[src/rtl/spi_hw_pkg.sv]
package spi_hw_pkg;

  // Phase of the current select period
  typedef enum logic [2:0] {
    PH_HDR  = 3'd0,   // collecting the header byte
    PH_WR   = 3'd1,   // legal write, collecting data byte
    PH_RD   = 3'd2,   // legal read, returning data byte
    PH_SKIP = 3'd3,   // rejected header, ignore until deselect
    PH_DONE = 3'd4    // both bytes seen, ignore extra clocks
  } spi_hw_phase_e;

endpackage

[src/rtl/spi_hw_sync.sv]
module spi_hw_sync #(
  parameter int           WIDTH   = 3,
  parameter int           STAGES  = 2,
  parameter logic [WIDTH-1:0] RST_VAL = '0
) (
  input  logic             clk,
  input  logic             rst,
  input  logic [WIDTH-1:0] d_async,
  output logic [WIDTH-1:0] q_sync
);

  genvar g;
  generate
    for (g = 0; g < WIDTH; g++) begin : g_bit
      logic [STAGES-1:0] chain_q;
      always_ff @(posedge clk) begin
        if (rst) chain_q <= {STAGES{RST_VAL[g]}};
        else     chain_q <= {chain_q[STAGES-2:0], d_async[g]};
      end
      assign q_sync[g] = chain_q[STAGES-1];
    end
  endgenerate

endmodule

[src/rtl/spi_hw_edge.sv]
module spi_hw_edge (
  input  logic clk,
  input  logic rst,
  input  logic sclk_s,
  output logic rise,
  output logic fall
);

  logic sclk_d;

  always_ff @(posedge clk) begin
    if (rst) sclk_d <= 1'b0;
    else     sclk_d <= sclk_s;
  end

  assign rise = sclk_s  & ~sclk_d;
  assign fall = ~sclk_s &  sclk_d;

endmodule

[src/rtl/spi_hw_rx.sv]
module spi_hw_rx #(
  parameter int W  = 8,
  parameter int CW = $clog2(2*W+1)
) (
  input  logic          clk,
  input  logic          rst,
  input  logic          csn_s,
  input  logic          rise,
  input  logic          mosi_s,
  output logic [CW-1:0] bit_cnt,
  output logic [W-1:0]  byte_now,
  output logic          bit_take
);

  localparam logic [CW-1:0] LAST = CW'(2*W);

  logic [W-2:0] sh_q;

  assign bit_take = rise & ~csn_s & (bit_cnt < LAST);
  assign byte_now = {sh_q, mosi_s};

  always_ff @(posedge clk) begin
    if (rst || csn_s) begin
      sh_q    <= '0;
      bit_cnt <= '0;
    end else if (bit_take) begin
      sh_q    <= byte_now[W-2:0];
      bit_cnt <= bit_cnt + 1'b1;
    end
  end

endmodule

[src/rtl/spi_hw_ctrl.sv]
module spi_hw_ctrl
  import spi_hw_pkg::*;
#(
  parameter int W  = 8,
  parameter int CW = $clog2(2*W+1)
) (
  input  logic          clk,
  input  logic          rst,
  input  logic          csn_s,
  input  logic          fall,
  input  logic          bit_take,
  input  logic [CW-1:0] bit_cnt,
  input  logic [W-1:0]  byte_now,
  input  logic [W-1:0]  reg_rdata,
  output logic          reg_sel,
  output logic          reg_wr,
  output logic          reg_rd,
  output logic [W-1:0]  reg_wdata,
  output logic          miso_q,
  output logic          miso_oe
);

  localparam int SEL_BIT = W - 1;
  localparam int DIR_BIT = W - 2;
  localparam int IW      = $clog2(W);
  localparam logic [CW-1:0] HDR_LAST  = CW'(W - 1);
  localparam logic [CW-1:0] DATA_LAST = CW'(2*W - 1);
  localparam logic [CW-1:0] DATA_FIRST = CW'(W);

  spi_hw_phase_e phase_q;
  logic [W-1:0]  rdbuf_q;

  logic          hdr_done, data_done, hdr_legal;
  logic [IW-1:0] out_idx;

  assign hdr_done  = bit_take & (bit_cnt == HDR_LAST);
  assign data_done = bit_take & (bit_cnt == DATA_LAST);
  assign hdr_legal = (byte_now[W-3:0] == '0);
  assign out_idx   = IW'((2*W - 1) - int'(bit_cnt));

  always_ff @(posedge clk) begin
    if (rst) begin
      phase_q   <= PH_HDR;
      reg_sel   <= 1'b0;
      reg_wr    <= 1'b0;
      reg_rd    <= 1'b0;
      reg_wdata <= '0;
      rdbuf_q   <= '0;
      miso_q    <= 1'b0;
      miso_oe   <= 1'b0;
    end else begin
      reg_wr <= 1'b0;
      reg_rd <= 1'b0;
      if (reg_rd) rdbuf_q <= reg_rdata;

      if (csn_s) begin
        phase_q <= PH_HDR;
        miso_oe <= 1'b0;
        miso_q  <= 1'b0;
      end else begin
        if (hdr_done) begin
          if (hdr_legal) begin
            reg_sel <= byte_now[SEL_BIT];
            reg_rd  <= byte_now[DIR_BIT];
            phase_q <= byte_now[DIR_BIT] ? PH_RD : PH_WR;
          end else begin
            phase_q <= PH_SKIP;
          end
        end

        if (data_done) begin
          if (phase_q == PH_WR) begin
            reg_wdata <= byte_now;
            reg_wr    <= 1'b1;
          end
          if (phase_q != PH_SKIP) phase_q <= PH_DONE;
          miso_oe <= 1'b0;
        end else if (fall && phase_q == PH_RD && bit_cnt >= DATA_FIRST) begin
          miso_q  <= rdbuf_q[out_idx];
          miso_oe <= 1'b1;
        end
      end
    end
  end

endmodule

[src/rtl/spi_hw_slave.sv]
module spi_hw_slave #(
  parameter int W           = 8,
  parameter int SYNC_STAGES = 2
) (
  input  logic         clk,
  input  logic         rst,
  input  logic         spi_csn,
  input  logic         spi_sclk,
  input  logic         spi_mosi,
  output logic         spi_miso,
  output logic         spi_miso_oe,
  output logic         reg_sel,
  output logic         reg_wr,
  output logic         reg_rd,
  output logic [W-1:0] reg_wdata,
  input  logic [W-1:0] reg_rdata
);

  localparam int CW = $clog2(2*W+1);

  logic [2:0]    pins_s;
  logic          csn_s, sclk_s, mosi_s;
  logic          rise, fall, bit_take;
  logic [CW-1:0] bit_cnt;
  logic [W-1:0]  byte_now;

  spi_hw_sync #(
    .WIDTH   (3),
    .STAGES  (SYNC_STAGES),
    .RST_VAL (3'b100)
  ) u_sync (
    .clk     (clk),
    .rst     (rst),
    .d_async ({spi_csn, spi_sclk, spi_mosi}),
    .q_sync  (pins_s)
  );

  assign csn_s  = pins_s[2];
  assign sclk_s = pins_s[1];
  assign mosi_s = pins_s[0];

  spi_hw_edge u_edge (
    .clk    (clk),
    .rst    (rst),
    .sclk_s (sclk_s),
    .rise   (rise),
    .fall   (fall)
  );

  spi_hw_rx #(.W(W), .CW(CW)) u_rx (
    .clk      (clk),
    .rst      (rst),
    .csn_s    (csn_s),
    .rise     (rise),
    .mosi_s   (mosi_s),
    .bit_cnt  (bit_cnt),
    .byte_now (byte_now),
    .bit_take (bit_take)
  );

  spi_hw_ctrl #(.W(W), .CW(CW)) u_ctrl (
    .clk       (clk),
    .rst       (rst),
    .csn_s     (csn_s),
    .fall      (fall),
    .bit_take  (bit_take),
    .bit_cnt   (bit_cnt),
    .byte_now  (byte_now),
    .reg_rdata (reg_rdata),
    .reg_sel   (reg_sel),
    .reg_wr    (reg_wr),
    .reg_rd    (reg_rd),
    .reg_wdata (reg_wdata),
    .miso_q    (spi_miso),
    .miso_oe   (spi_miso_oe)
  );

endmodule

[config.mk]
export PLATFORM = sky130hd
export DESIGN_NAME = spi_hw_slave
export DESIGN_NICKNAME = d
export VERILOG_FILES = /design/src/rtl/spi_hw_pkg.sv /design/src/rtl/spi_hw_sync.sv /design/src/rtl/spi_hw_edge.sv /design/src/rtl/spi_hw_rx.sv /design/src/rtl/spi_hw_ctrl.sv /design/src/rtl/spi_hw_slave.sv
export SDC_FILE = /design/constraint.sdc
export NUM_CORES = 1
export LEC_CHECK = 0
export BUFFER_PORTS_ARGS = -buffer_cell sky130_fd_sc_hd__buf_4
export CAP_MARGIN = 10
export CORE_MARGIN = 4
export CORE_UTILIZATION = 49
export DETAILED_ROUTE_END_ITERATION = 8
export GPL_ROUTABILITY_DRIVEN = 1
export HOLD_SLACK_MARGIN = 0.08
export PLACE_DENSITY = 0.73
export SLEW_MARGIN = 20
export SYNTH_ARGS = -nofsm -noshare
export SYNTH_HDL_FRONTEND = slang
export SYNTH_SLANG_ARGS = --single-unit
[constraint.sdc]
create_clock -name clk -period 1.55 [get_ports clk]
set_clock_uncertainty 0.15 [all_clocks]
set_input_delay 0.155 -clock clk [delete_from_list [all_inputs] [get_ports clk]]
set_output_delay 0.155 -clock clk [all_outputs]
set_load 0.05 [all_outputs]
**Word-level counts from Yosys, hierarchy flattened**

Index checks and enable logic that the tools add are counted.

- Register bits: 43
- Input port bits: 13
- Output and inout port bits: 13
- Word-level logic and storage cells: 55

- Add/sub/neg operators: 2
- $lt $le $gt $ge: 3
- Equality and inequality tests: 5
- Mux-type cells: 8
- Bitwise operators: 12
- Reductions and logical operators: 11

Operator list:

| kind | count |
|---|---|
| 3-bit two-way mux | 4 |
| 1-bit AND | 6 |
| 6-bit logical NOT | 1 |
| 1-bit NOT | 6 |
| 3-bit AND reduction | 2 |
| 3-bit OR reduction | 2 |
| 5-bit by 1-bit adder with 5-bit output, second input constant | 1 |
| 5-bit by 3-bit == test with 1-bit output, second input constant | 1 |
| 5-bit by 4-bit == test with 1-bit output, second input constant | 1 |
| 5-bit by 4-bit greater-or-equal comparator with 1-bit output, second input constant | 1 |
| 5-bit < comparator, second input constant | 1 |
| 3-bit by 4-bit < comparator with 1-bit output, second input constant | 1 |
| 4-bit OR reduction | 1 |
| 1-bit binary-select mux with 3-bit select | 1 |
| 3-bit by 1-bit == test with 1-bit output, second input constant | 1 |
| 3-bit by 2-bit == test with 1-bit output, second input constant | 1 |
| 3-bit by 2-bit inequality test with 1-bit output, second input constant | 1 |
| 3-bit subtractor, first input constant | 1 |
| 1-bit logical AND | 2 |
| 1-bit two-way mux | 2 |
| 2-bit two-way mux | 1 |
| 2-bit AND reduction | 1 |
| 2-bit OR reduction | 1 |
| 1-bit logical OR | 1 |

**Depth between registers and ports, before layout**

Gate-level depths: netlist of run 1.

- Depth after elaboration: 8
- Depth in mapped cells: 7

**Cells and area by module**

Synthesis of run 1 repeated with hierarchy kept, for this count alone.

- Cell total of the unflattened synthesis: 177
- Area total of the unflattened synthesis: 1,677.9 um2

Modules (own cells, without submodules):

| module | instances | cells an instance | area each (um2) | sequential area each (um2) |
|---|---|---|---|---|
| spi_hw_ctrl | 1 | 102 | 996.0 | 480.5 |
| spi_hw_rx | 1 | 56 | 462.9 | 240.2 |
| spi_hw_sync | 1 | 15 | 180.2 | 120.1 |
| spi_hw_edge | 1 | 4 | 38.8 | 20.0 |

**Least setup slack after synthesis of run 1**

OpenSTA, ideal clock, no wires.

- Kind: flip-flop to flip-flop
- From: register u_rx.bit_cnt[1]
- To: register u_ctrl.reg_wdata[7]
- Library setup time: 0.128 ns
- Arrival: 1.336 ns
- Setup slack: -0.064 ns
- Stages on the path, launching flop included: 8
- Period minus slack after synthesis: 1.614 ns
- Cell sequence: dfxtp_1 > ha_1 > and3_1 > ha_1 > nand3_1 > buf_4 > mux2i_1 > nor2_1

- Longest elaborated chain between the ends: 4

RTL lines:

| what | line | RTL |
|---|---|---|
| start, declared | spi_hw_rx.sv:10 | `output logic [CW-1:0] bit_cnt,` |
| start signal, assigned | spi_hw_rx.sv:28 | `bit_cnt <= bit_cnt + 1'b1;` |
| 5-bit < comparator | spi_hw_rx.sv:19 | `assign bit_take = rise & ~csn_s & (bit_cnt < LAST);` |
| 1-bit AND | spi_hw_rx.sv:19 |  |
| 1-bit AND (*) | spi_hw_ctrl.sv:37 | `assign data_done = bit_take & (bit_cnt == DATA_LAST);` |
| 3-bit AND reduction (no source line) (*) | n/a |  |
| end signal, assigned | spi_hw_ctrl.sv:73 | `reg_wdata <= byte_now;` |
| end, declared | spi_hw_ctrl.sv:18 | `output logic [W-1:0] reg_wdata,` |

Mark *: on every way between the ends. The rest lies on a longest branch, timed or not.
A chain may end at the register's enable or synchronous reset.

**Worst setup path after layout of run 1**

- From: register u_sync.g_bit[2].chain_q[1]
- To: register u_ctrl.reg_wdata[1]

- Longest elaborated chain between the ends: 5

RTL lines:

| what | line | RTL |
|---|---|---|
| start, declared | spi_hw_sync.sv:15 | `logic [STAGES-1:0] chain_q;` |
| start signal, assigned | spi_hw_sync.sv:17 | `if (rst) chain_q <= {STAGES{RST_VAL[g]}};` |
| start signal, assigned | spi_hw_sync.sv:18 | `else chain_q <= {chain_q[STAGES-2:0], d_async[g]};` |
| 1-bit NOT (no source line) (*) | n/a |  |
| 1-bit AND (2 in series) | spi_hw_rx.sv:19 |  |
| 1-bit AND | spi_hw_ctrl.sv:37 |  |
| 3-bit AND reduction (no source line) (*) | n/a |  |

Marks and branches as above.

==> metrics.yaml, run 1 <==
worst_setup_path:
  crit_path_end_kind: "flop"
  worstPathMaxFanout: 5
  crit_required_ns: 1.66
  start_kind: "flop"
  setup.worst_path.class: "flop to flop"
  crit_arrival_ns: 1.78
worst_hold_path:
  hp-class: "input pin to flop"
clock_network:
  clock_sinks: 43
  root_buffer: "clkbuf_4"
  clock_latency_ns: 0.36
  cts_buffers: 5
  clockBufferDepth: 2
  clkTransAtPathRegs_ns: 0.12
  cts_tree: "built"
  cts_max_level: 2
power:
  irDropWorstVdd_mv: 0.562
  p_per_area_nw_per_um2: 776
  power_leakage_nw: 0.904
logic_synthesis:
  synth_enable_flop_cells: 0
  async_reset_ff_share_pct: 0
  synth_area_leaders: "dfxtp_1 (52%), mux2i_1 (13%), nor2_1 (6.1%), nand2_1 (5.0%), a21oi_1 (3.3%)"
  syn-num-nets: 189
  synth_top_area_share_pct: 51.8
  synth-seq-area-share_pct: 51.8
  synthFlopType: "dfxtp_1"
  synth_most_common_cell: "dfxtp_1"
  synth_area_um2: 1660
  synthCells: 173
  ys_warn_count: 0
  synth_area_leader_cell: "dfxtp_1"
  avgSynthCellArea_um2: 9.60
  synth_seq_cells: 43
  yosysUniqueCellTypes: 30
  synth_commonest_cells: "dfxtp_1 (43), nor2_1 (27), nand2_1 (22), mux2i_1 (21), a21oi_1 (11)"
layout:
  multi_input_area_um2: 866
  nets: 238
  area_growth_pct: 40.7
  fillers: 235
  diodes: 0
  layoutNonFillerInstCount: 267
  utilization_pct: 74.1
  drive_above_1_share_pct: 33.6
  ff_latch_area_um2: 872
detailed_routing:
  drc_errors: 0
  ant_nets: 0
  dr.pass1.iters: 4
  vias: 1395
  drtIter0Drc: 50
  viasPerCell: 5.22
  routed_wl_um: 3960
  wl_per_cell_um: 14.8
floorplanning:
  die_h_um: 66.2
  start_util_pct: 52.7
  core_um2: 3150
  ioPinCount: 26
  die_w_um: 66.2
  fp.dieArea_um2: 4380
  rows: 20
placed_design:
  io_buffers: 25
  place_congestion: 0.762
  place_hpwl_um: 2370
  place_inst: 241
sta:
  relSlewSlack_pct: 76.1
  worst_pin_slew_ns: 0.356
  final.setup.worst_slack_ns: -0.120
  setup_viol: 12
  max_freq_mhz: 599
  fin_crit_ns: 1.67
  period_share_pct: 108
  final_hold_viol_count: 0
  rsz0062_at_grt: "true"
  slew_violations: 0
global_route:
  grt_pass1_wl_um: 6040
  grt-ovfl-total: 0
  grt.total_usage_pct: 18.1
  antenna_found_initial: 0
  grt_pass1_vias: 1328
  grt_start_max_net_pins: 27
outcome:
  outcome: "finished with violations"
  violations: "setup timing"
flow_run:
  drv_cap: 0
-- cell usage in the layout, fill, tap and decap left out, drive strengths merged, types with 2 or more instances in the layout --
cell         synthesis  layout
nor2b                6       6
nor2                27      27
buf                  5      40
mux2i               21      21
ha                   3       3
inv                  4       4
dfxtp               43      43
a21oi               11      11
o22ai                2       2
nand2               22      22
clkbuf               5       9
nor4b                2       2
nand4                2       2
nand3                3       3
xor2                 2       2
or2                  3       3
dlygate4sd3          0      11
-- area by class of cell --
type	count	share of cell area [%]
inverter	4	0.643
clock buffer	8	2.95
sequential	43	37.3
tap	44	2.36
timing repair buffer	52	19.7
multi-input combinational	116	37.1
-- state kept, by name, indices dropped and copies added (netlist names) --
signal	count
u_ctrl.miso_oe	1
u_ctrl.miso_q	1
u_ctrl.phase_q	3
u_ctrl.rdbuf_q	8
u_ctrl.reg_rd	1
u_ctrl.reg_sel	1
u_ctrl.reg_wdata	8
u_ctrl.reg_wr	1
u_edge.sclk_d	1
u_rx.bit_cnt	5
u_rx.sh_q	7
u_sync.g_bit.chain_q	6
-- critical path, cell delays in order, from the launching register on --
cell,delay (ns)
dfxtp_4,0.39
nor4b_4,0.35
buf_4,0.18
nand3_4,0.08
clkbuf_16,0.18
mux2i_1,0.16
nor2_1,0.06
-- final timing paths --
kind,cells after the start,start,slack [ns],to
worst min register to register,1,u_sync.g_bit[2].chain_q[0],0.28,u_sync.g_bit[2].chain_q[1]
worst min-delay path,3,rst,0.1,u_ctrl.reg_wdata[0]
worst max-delay path,6,u_sync.g_bit[2].chain_q[1],-0.12,u_ctrl.reg_wdata[1]
worst max register to register,6,u_sync.g_bit[2].chain_q[1],-0.12,u_ctrl.reg_wdata[1]
-- through the flow --
stage                     setup WS [ns]  hold slack (ns)  power (mW)  area [µm²]  setup TNS (ns)
after global placement          -0.0541            0.194        1.19        1940          -0.577
after CTS                       -0.0670           0.0890        1.83        2160          -0.535
after global routing             -0.155           0.0970        1.88        2340           -1.65
after detailed placement         -0.120            0.204        1.20        1940           -1.61
after floorplan                 0.00237            0.109        1.16        1670               0
final                            -0.120           0.0970        1.81        2340          -0.938
-- layer usage --
metal	GRT usage [%]	share of wire (%)
met1	22.0	42
met3	6.46	5.3
met5	0	0
met4	5.33	1.2
met2	29.9	52
-- logic make-up after synthesis --
logic type / count (synthesis) / share of synthesized area (%)
and+or+nand+nor: 74 / 22.0
DFF: 43 / 51.8
muxes: 22 / 14.0
buffers and inverters: 14 / 3.84
AOI/OAI and AO/OA: 15 / 4.97
xor gates and xnor gates: 2 / 1.06
adders and majority gates: 3 / 2.26
-- power by group --
part | leakage [nW] | total, mW | internal, mW | switching [mW]
Sequential | 0.350 | 1.12 | 1.11 | 0.00632
Combinational | 0.516 | 0.0777 | 0.0487 | 0.0290
Clock | 0.0386 | 0.619 | 0.267 | 0.352
-- timing repair --
item,in CTS,in global routing
pin swaps,3,13
gates resized for setup,11,21
setup buffers,1,5
hold buffers,11,0
endpoints found under the hold margin,11,0
setup endpoints to repair,25,15
cloned,0,1
Note: power is estimated with default switching activity, not from simulation.
==> run 2: changes to the inputs <==
Settings changed: CORE_MARGIN 4 to 5.
==> metrics.yaml, run 2 (synthesis gave the netlist of run 1 again) <==
outcome:
  outcome: "finished with violations"
  violations: "setup timing"
global_route:
  antenna_found_initial: 0
  grt-ovfl-total: 0
  grt.total_usage_pct: 16.9
  grt_start_max_net_pins: 27
  grt_pass1_wl_um: 5790
  grt_pass1_vias: 1295
floorplanning:
  core_um2: 3310
  start_util_pct: 50.2
  die_h_um: 68.2
  die_w_um: 68.2
  fp.dieArea_um2: 4650
  ioPinCount: 26
  rows: 21
layout:
  top_regs: "u_ctrl.rdbuf_q x8, u_ctrl.reg_wdata x8, u_rx.sh_q x7"
  drive_above_1_share_pct: 31.4
  area_growth_pct: 36.0
  diodes: 0
  nets: 238
  layoutNonFillerInstCount: 269
  utilization_pct: 68.2
  final_cell_mix: "buf_4 (37), dfxtp_1 (37), nor2_1 (26), nand2_1 (22), mux2i_1 (20)"
sta:
  slew_violations: 0
  worst_pin_slew_ns: 0.339
  max_freq_mhz: 629
  relSlewSlack_pct: 77.3
  fin_crit_ns: 1.59
  final_hold_viol_count: 0
  finalSetupTns_ns: -0.101
  final.setup.worst_slack_ns: -0.0404
  period_share_pct: 103
  rsz0062_at_grt: "true"
  setup_viol: 6
  holdWs_ns: 0.0917
worst_setup_path:
  crit_path_end_kind: "flop"
  crit_arrival_ns: 1.70
  worstPathMaxFanout: 5
  crit_required_ns: 1.66
  regToRegSetupSlack_ns: -0.04
  start_kind: "flop"
  setup.worst_path.class: "flop to flop"
placed_design:
  io_buffers: 25
  place_hpwl_um: 2390
  place_congestion: 0.777
  place_inst: 245
worst_hold_path:
  hp-class: "input pin to flop"
clock_network:
  clock_sinks: 43
  cts_tree: "built"
  clock_latency_ns: 0.35
  clockBufferDepth: 2
  clkTransAtPathRegs_ns: 0.13
  cts_max_level: 2
  root_buffer: "clkbuf_4"
  cts_buffers: 5
power:
  irDropWorstVdd_mv: 0.584
  p_per_area_nw_per_um2: 763
  power_leakage_nw: 0.866
detailed_routing:
  dr.pass1.iters: 4
  viasPerCell: 4.99
  routed_wl_um: 3440
  wl_per_cell_um: 12.8
  drtIter0Drc: 62
  vias: 1343
  ant_nets: 0
  drc_errors: 0
flow_run:
  drv_cap: 0
[run 2: critical path, cell delays in order (launching register included)]
cell and delay, ns:
dfxtp_2 0.36, ha_4 0.16, and3_4 0.18, ha_4 0.17, nand3_4 0.09, buf_12 0.13
mux2i_2 0.20, nor2_1 0.06
[run 2: metrics by stage]
stage / area, µm² / setup slack, ns / total power [mW]
detailed placement: 1960 / -0.119 / 1.20
global placement: 1960 / -0.0427 / 1.19
global route: 2260 / -0.0945 / 1.80
floorplan: 1670 / 0.00237 / 1.16
CTS: 2210 / -0.0359 / 1.74
finish: 2260 / -0.0404 / 1.72
[run 2: timing repair]
item	in CTS	in global routing
endpoints found under the hold margin	11	0
gates cloned	1	1
pin swaps	4	9
setup endpoints to repair	15	18
hold buffers	11	0
buffers inserted	1	2
resized for setup	12	8
[run 2: report_power, final]
| part | internal, mW | switching [mW] | leakage, nW | total [mW] |
|---|---|---|---|---|
| Combinational | 0.0486 | 0.0271 | 0.489 | 0.0757 |
| Clock | 0.173 | 0.356 | 0.0272 | 0.529 |
| Sequential | 1.11 | 0.00599 | 0.350 | 1.12 |
[run 2: path summary, 6_finish.rpt]
check / endpoint / cells after the start / from
worst max-delay path: u_ctrl.reg_wdata[2] / 7 / u_rx.bit_cnt[1]
worst min-delay path: u_ctrl.reg_wdata[6] / 3 / rst
worst max register to register: u_ctrl.reg_wdata[2] / 7 / u_rx.bit_cnt[1]
worst min register to register: u_sync.g_bit[2].chain_q[1] / 1 / u_sync.g_bit[2].chain_q[0]
[run 2: metal layers]
layer	wire [µm]	vias to the layer above	GRT usage (%)
li1	-	676	-
met1	1430	631	18.9
met2	1780	29	29.8
met3	183	7	5.75
met4	48	0	5.21
met5	0	-	0
[run 2: layout make-up]
class / count / area, µm²
clock inverters: 3 / 20.0
flip-flops and latches: 43 / 871
well taps: 46 / 57.6
multi-input cells: 116 / 806
fillers: 282 / 1050
repair buffers: 52 / 452
inverters: 4 / 15.0
clock buffers: 5 / 37.5
